`src/rtl/vip_host_bridge.sv`:
```
module vip_host_bridge #(
  parameter int HAW   = 12,
  parameter int TAW   = 16,
  parameter int DW    = 32,
  parameter int SPD_W = 4,
  parameter int TMO_W = 4,
  parameter logic [SPD_W-1:0] SPD_RST = '1,
  parameter logic [TMO_W-1:0] TMO_RST = '1
) (
  input  logic           clk,
  input  logic           rst_n,
  input  logic [HAW-1:0] hst_addr,
  input  logic           hst_wr,
  input  logic           hst_rd,
  input  logic [1:0]     hst_size,
  input  logic [DW-1:0]  hst_wdata,
  output logic [DW-1:0]  hst_rdata,
  output logic           dn_req,
  output logic [TAW-1:0] dn_addr,
  output logic           dn_wr,
  output logic [1:0]     dn_size,
  output logic [DW-1:0]  dn_wdata,
  input  logic           dn_ack,
  input  logic [DW-1:0]  dn_rdata
);

  localparam logic [HAW-1:0] OFS_ADDR = HAW'(12'h080);
  localparam logic [HAW-1:0] OFS_DATA = HAW'(12'h084);
  localparam logic [HAW-1:0] OFS_CTRL = HAW'(12'hC40);
  localparam logic [HAW-1:0] OFS_STS  = HAW'(12'hC50);
  localparam int RD_BIT   = 13;
  localparam int BUSY_BIT = 13;
  localparam int TMO_POS  = 16;
  localparam int FLAG_BIT = 4;
  localparam int RDIS_BIT = 24;
  localparam logic [TMO_W:0]   TMO_ONE = {{TMO_W{1'b0}}, 1'b1};
  localparam logic [SPD_W-1:0] SPD_ONE = {{(SPD_W-1){1'b0}}, 1'b1};

  logic [TAW-1:0]   tgt_addr;
  logic [DW-1:0]    cap;
  logic             busy, sts_tmo, rdis;
  logic [SPD_W-1:0] spd, ph_cnt;
  logic [TMO_W-1:0] tmo;
  logic [TMO_W:0]   tmo_cnt;
  logic             cyc_wr;
  logic [1:0]       cyc_size;
  logic [DW-1:0]    cyc_wdata;

  wire sel_addr = hst_addr == OFS_ADDR;
  wire sel_data = hst_addr == OFS_DATA;
  wire sel_ctrl = hst_addr == OFS_CTRL;
  wire sel_sts  = hst_addr == OFS_STS;

  wire can_go   = !busy && !sts_tmo;
  wire start_wr = hst_wr && sel_data && can_go && !tgt_addr[RD_BIT];
  wire start_rd = hst_rd && sel_data && can_go && !rdis && tgt_addr[RD_BIT];
  wire tick     = busy && (ph_cnt == spd);
  wire tmo_hit  = tick && (tmo_cnt == TMO_ONE);

  function automatic logic [DW-1:0] narrow(input logic [DW-1:0] v, input logic [1:0] sz);
    case (sz)
      2'd0:    narrow = v & {{(DW-8){1'b0}}, 8'hFF};
      2'd1:    narrow = v & {{(DW-16){1'b0}}, 16'hFFFF};
      default: narrow = v;
    endcase
  endfunction

  always_ff @(posedge clk or negedge rst_n) begin
    if (!rst_n) begin
      busy      <= 1'b0;
      ph_cnt    <= '0;
      tmo_cnt   <= '0;
      cyc_wr    <= 1'b0;
      cyc_size  <= 2'd0;
      cyc_wdata <= '0;
      cap       <= '0;
    end else if (start_wr || start_rd) begin
      busy      <= 1'b1;
      ph_cnt    <= '0;
      tmo_cnt   <= {1'b0, tmo} + TMO_ONE;
      cyc_wr    <= start_wr;
      cyc_size  <= start_wr ? 2'd2 : hst_size;
      cyc_wdata <= start_wr ? hst_wdata : cyc_wdata;
    end else if (busy) begin
      if (dn_ack) begin
        busy <= 1'b0;
        if (!cyc_wr) cap <= narrow(dn_rdata, cyc_size);
      end else if (tmo_hit) begin
        busy <= 1'b0;
      end else begin
        ph_cnt <= tick ? '0 : ph_cnt + SPD_ONE;
        if (tick) tmo_cnt <= tmo_cnt - TMO_ONE;
      end
    end
  end

  always_ff @(posedge clk or negedge rst_n) begin
    if (!rst_n) begin
      tgt_addr <= '0;
      spd      <= SPD_RST;
      tmo      <= TMO_RST;
      rdis     <= 1'b1;
      sts_tmo  <= 1'b0;
    end else begin
      if (hst_wr && sel_addr && !busy) tgt_addr <= hst_wdata[TAW-1:0];
      if (hst_wr && sel_ctrl) begin
        spd <= hst_wdata[SPD_W-1:0];
        tmo <= hst_wdata[TMO_POS +: TMO_W];
      end
      if (hst_wr && sel_sts) rdis <= hst_wdata[RDIS_BIT];
      if (tmo_hit && !dn_ack) sts_tmo <= 1'b1;
      else if (hst_wr && sel_sts && hst_wdata[FLAG_BIT]) sts_tmo <= 1'b0;
    end
  end

  always_comb begin
    hst_rdata = '0;
    if (sel_addr) hst_rdata[TAW-1:0] = tgt_addr;
    if (sel_data) hst_rdata = cap;
    if (sel_ctrl) begin
      hst_rdata[SPD_W-1:0]         = spd;
      hst_rdata[TMO_POS +: TMO_W]  = tmo;
      hst_rdata[BUSY_BIT]          = busy;
    end
    if (sel_sts) begin
      hst_rdata[RDIS_BIT] = rdis;
      hst_rdata[FLAG_BIT] = sts_tmo;
    end
  end

  assign dn_req   = busy;
  assign dn_addr  = tgt_addr;
  assign dn_wr    = cyc_wr;
  assign dn_size  = cyc_size;
  assign dn_wdata = cyc_wdata;

  p_req_hold_r7: assert property (@(posedge clk) disable iff (!rst_n)
    (dn_req && !dn_ack && !tmo_hit) |=> (dn_req && $stable(dn_addr) && $stable(dn_wdata)));

  p_ack_ends_r5: assert property (@(posedge clk) disable iff (!rst_n)
    (dn_req && dn_ack) |=> !dn_req);

  p_abort_flag_r8: assert property (@(posedge clk) disable iff (!rst_n)
    (tmo_hit && !dn_ack) |=> (sts_tmo && !dn_req));

  p_flag_blocks_r10: assert property (@(posedge clk) disable iff (!rst_n)
    (sts_tmo && !dn_req) |=> !dn_req);

  p_req_fall_r8: assert property (@(posedge clk) disable iff (!rst_n)
    $fell(dn_req) |-> ($past(dn_ack) || $past(tmo_hit)));

  p_stray_ack_r11: assert property (@(posedge clk) disable iff (!rst_n)
    (!dn_req && dn_ack) |=> $stable(cap));

endmodule

```
`config.mk`:
```
export PLATFORM = sky130hd
export DESIGN_NAME = vip_host_bridge
export DESIGN_NICKNAME = d
export VERILOG_FILES = /design/src/rtl/vip_host_bridge.sv
export SDC_FILE = /design/constraint.sdc
export NUM_CORES = 1
export LEC_CHECK = 0
export ABC_AREA = 0
export BUFFER_PORTS_ARGS = -buffer_cell sky130_fd_sc_hd__buf_2
export CORE_MARGIN = 5
export CORE_UTILIZATION = 41
export DETAILED_ROUTE_END_ITERATION = 12
export PLACE_DENSITY_LB_ADDON = 0.05
export SLEW_MARGIN = 20
export SYNTH_ARGS = -nofsm -noshare
export SYNTH_HDL_FRONTEND = slang
export SYNTH_SLANG_ARGS = --single-unit
```
`constraint.sdc`:
```
create_clock -name clk -period 3.2 [get_ports clk]
set_input_delay 0.32 -clock clk [delete_from_list [all_inputs] [get_ports clk]]
set_output_delay 0.32 -clock clk [all_outputs]
set_load 0.05 [all_outputs]
```
=== Word level (Yosys, flattened, before mapping) ===
Index checks and enable logic that the tools add are counted.

* $add $sub $neg: 3
* Equality and inequality tests: 9
* Multiplexer cells: 25
* Bitwise gates (word level): 2
* Reductions and logical operators: 30

{| class="wikitable"
|+ Operators with widths
! kind !! count
|-
| case mux 32 bit (2 select lines) || 1
|-
| 2-to-1 mux 32 bit || 1
|-
| 2-to-1 mux 4 bit || 7
|-
| 2-to-1 mux 5 bit || 5
|-
| == test 12 bit (second input constant) || 2
|-
| == test 12 x 8 -> 1 bit (second input constant) || 2
|-
| logical AND 1 bit || 16
|-
| 2-to-1 mux 16 bit || 1
|-
| 2-to-1 mux 1 bit || 9
|-
| AND reduction 4 bit || 2
|-
| nonzero test 2 bit || 3
|-
| adder 4 x 1 -> 5 bit (second input constant) || 1
|-
| == test 5 x 1 -> 1 bit (second input constant) || 1
|-
| zero test 1 bit || 5
|-
| subtractor 5 x 1 -> 5 bit (second input constant) || 1
|-
| adder 4 x 1 -> 4 bit (second input constant) || 1
|-
| == test 4 bit || 1
|-
| != test 2 x 1 -> 1 bit (second input constant) || 2
|-
| AND reduction 3 bit || 1
|-
| == test 2 x 1 -> 1 bit (second input constant) || 1
|-
| zero test 2 bit || 1
|-
| 2-to-1 mux 2 bit || 1
|-
| NOT 1 bit || 2
|-
| AND reduction 2 bit || 1
|-
| logical OR 1 bit || 1
|}

* Flip-flop bits (word level): 103
* Output and inout port bits: 84

=== Logic depth before layout (Yosys ltp) ===
* Depth after elaboration: 8
* Gate-level depth with buffers: 7
* Gate-level depth less buffers: 7

=== Worst setup path after synthesis ===
No wires, ideal clock.

* Path kind: input to output
* Start: in hst_addr[8]
* End: out hst_rdata[10]
* Data arrival time: 1.897 ns
* Data required time: 2.880 ns
* Setup slack: 0.983 ns
* Cell stages on the path: 5
* Path buffers: 1
* Cells stage by stage: nor4_2 -> nand2_1 -> nor3b_4 -> clkbuf_1 -> a22o_1

* Cells in the longest elaborated chain, start to end: 3

{| class="wikitable"
|+ Ends and longest elaborated chain
! element !! line !! text
|-
| from (decl) || 12 || <nowiki>input logic [HAW-1:0] hst_addr,</nowiki>
|-
| == test 12 x 8 -> 1 bit || 49 || <nowiki>wire sel_addr = hst_addr == OFS_ADDR;</nowiki>
|-
| 2-to-1 mux 16 bit || 118 || <nowiki>if (sel_addr) hst_rdata[TAW-1:0] = tgt_addr;</nowiki>
|-
| 2-to-1 mux 32 bit * || 119 || <nowiki>if (sel_data) hst_rdata = cap;</nowiki>
|-
| to (decl) || 17 || <nowiki>output logic [DW-1:0] hst_rdata,</nowiki>
|}

Every way passes the cells marked *; elsewhere a longest branch is shown, timed or not.

=== Final worst setup path ===
* Start: in hst_addr[4]
* End: out hst_rdata[9]

Same word-level chain as after synthesis.

==> flow_summary.json <==
{
  "outcome": "completed",
  "io_buffers": 166,
  "swShare": 0.208,
  "synth_common_cells": "dfrtp_1, mux2_2, nand2_1",
  "synth_warnings": 0,
  "synth_area_per_cell_um2": 12.1,
  "drv_cap": 0,
  "die_w_um": 117,
  "startpoint_type": "input port",
  "yosysUniqueCellTypes": 44,
  "p_total_mw": 2.61,
  "initial_utilization": 0.413,
  "drtIter0Drc": 137,
  "ctsHoldBuffers": 0,
  "drc": 0,
  "syn-num-nets": 474,
  "ys_ff_latch": 103,
  "critPathKind": "in2out",
  "ir_drop_v": 0.000260,
  "synth_top_area_frac": 0.503,
  "area_growth_syn_to_layout_pct": 28.3,
  "cts_buffers": 9,
  "p_int_mw": 2.06,
  "cts.clk_slew.worst_paths_ps": 70,
  "overflow": 0,
  "route.vias.total": 3582,
  "synthCells": 387,
  "dpl.hpwl_um": 9010,
  "power.switching_uw": 542,
  "crit_fanout": 13,
  "setup_tns_ps": 0,
  "hold_class": "in2async",
  "yosys_most_used_dff": "dfrtp_1",
  "cp.arrival_ps": 2210,
  "synth_top_area_cell": "dfrtp_1",
  "rows": 39,
  "cts_tree": "yes",
  "finalCritPeriodShare": 0.789,
  "wire_per_inst_um": 17.5,
  "clock_sinks": 103,
  "relSlewSlack": 0.349,
  "drive_gt1_frac": 0.488,
  "finalCriticalPeriod_ps": 2530,
  "die_area_mm2": 0.0136,
  "drt_wl_total_um": 12300,
  "layout.nets": 639,
  "power.share.clock": 0.449,
  "grt_pass1_vias": 3650,
  "ios": 167,
  "grt_first_pass_wirelength_um": 18900,
  "ys_top_cells_by_area": "dfrtp_1, mux2_2, dfstp_2, nand2_1, mux2_4",
  "rr_worst_depth": 4,
  "power.density_mw_per_mm2": 435,
  "async_reset_ff_frac": 1.00,
  "postCtsSetupBuffers": 0,
  "finalSetupViolCount": 0,
  "core_area_mm2": 0.0113,
  "tightest_slew_ps": 977,
  "max_freq_mhz": 396,
  "grt_max_degree": 76,
  "synth.yosys.seq_area_share": 0.554,
  "ant_nets": 0,
  "first_pass_iters": 5,
  "die_h_um": 117,
  "hold_viol_final": 0,
  "rsz0062_at_grt": "no",
  "end_kind": "primary output",
  "syn-cell-area_mm2": 0.00468,
  "required_ps": 2880,
  "clk_latency_ps": 340,
  "p_leak_nw": 3.35,
  "track_usage": 0.181,
  "grt_antenna_before_repair": 2,
  "clock-root-buffer": "clkbuf_16",
  "clockBufferDepth": 2,
  "seq_power_share": 0.504,
  "cts_repair_resize_count": 0,
  "htreeDepth": 3,
  "slew_viol_final": 0,
  "synth_edf_count": 0,
  "place.gp.congestion": 0.820,
  "fin_skew_ps": 8.62,
  "viasPerCell": 5.10,
  "power_frac_comb": 0.047,
  "yosysMostFrequentCell": "dfrtp_1"
}
## placed cells by master, fill, tap and decap left out, types with 2 or more instances in the layout
cell type	netlist	final
mux2_4	10	10
clkbuf_1	17	2
nand3b_1	3	3
and3_1	2	2
nor2b_1	2	2
a222oi_1	6	6
nand3_1	7	7
inv_1	11	11
nor4_2	2	2
xnor2_1	3	3
nand2_1	55	55
bufinv_16	0	2
nor3_1	4	4
nand4_1	5	5
mux2i_1	5	5
dfrtp_1	94	94
and2_1	12	12
xor2_1	7	7
a21oi_1	2	2
o21ai_0	25	25
clkinv_2	0	2
nor2_1	9	9
dfstp_2	9	9
buf_2	1	165
mux2_2	56	56
nand2b_1	2	2
diode_2	0	2
clkbuf_16	0	9
buf_4	0	8
ha_1	4	4
a22o_1	16	16
## power groups by stage
stage,logic [mW],clock network (mW),registers [mW]
global placement,0.124,0,1.34
detailed placement,0.126,0,1.34
floorplan,0.0231,0,1.34
CTS,0.127,1.21,1.31
finish,0.123,1.17,1.31
global route,0.138,1.25,1.31
## sequential cells by signal, summed over array words and instances, names as in the netlist
register / flops
tmo: 4
dn_req: 1
cap: 32
dn_wdata: 32
rdis: 1
ph_cnt: 4
dn_addr: 16
spd: 4
dn_wr: 1
dn_size: 2
sts_tmo: 1
tmo_cnt: 5
## kinds of logic after synthesis
family,Yosys count,share of synthesized area
AO/OA/AOI/OAI,58,0.0880
XOR/XNOR,10,0.0187
adder cells (fa/ha/maj),4,0.0107
buffers and inverters,31,0.0268
flip-flops,103,0.554
multiplexers,71,0.178
AND/OR/NAND/NOR,110,0.124
## stage by stage
step | cells | utilization | cell area, um^2 | worst slack (ps) | hold WS, ps
3_3_place_gp | 684 | 0.501 | 5680 | 721 | 455
2_1_floorplan | 387 | - | 4680 | 983 | 24.4
4_1_cts | 700 | 0.529 | 5990 | 654 | 166
6_report | 702 | 0.530 | 6000 | 674 | 114
5_1_grt | 701 | 0.530 | 6000 | 557 | 192
3_5_place_dp | 684 | 0.501 | 5680 | 642 | 463
## critical path, stage by stage
cell and delay (ps):
buf_2 130, nor4_2 420, nor3b_4 680, buf_4 260, a22o_1 130, buf_2 250
## path summary, 6_finish.rpt
kind / slack (ps) / end / startpoint
worst max-delay path: 670 / hst_rdata[9] / hst_addr[4]
worst min-delay path: 110 / cap[23] / rst_n
worst max register to register: 860 / dn_wdata[27] / dn_req
worst min register to register: 470 / cap[22] / cap[22]
max in group asynchronous: 2170 / spd[0] / rst_n
min in group clk: 210 / dn_wdata[25] / hst_wdata[25]
## cell type report
class	count	area [um^2]
Sequential cell	103	2590
Inverter	11	41.3
Multi-Input combinational cell	253	1960
Clock buffer	12	246
Timing Repair Buffer	174	906
Fill cell	1033	5320
Antenna cell	2	5.00
Tap cell	143	179
Clock inverter	4	70.1
## metal layers
layer | GRT usage | up-vias | share of wire
li1 | - | 1701 | -
met1 | 0.225 | 1764 | 0.42
met2 | 0.301 | 104 | 0.50
met3 | 0.0473 | 11 | 0.062
met4 | 0.0742 | 2 | 0.014
met5 | 0 | - | 0.0011
No activity file was read; power rests on OpenSTA's default activity.
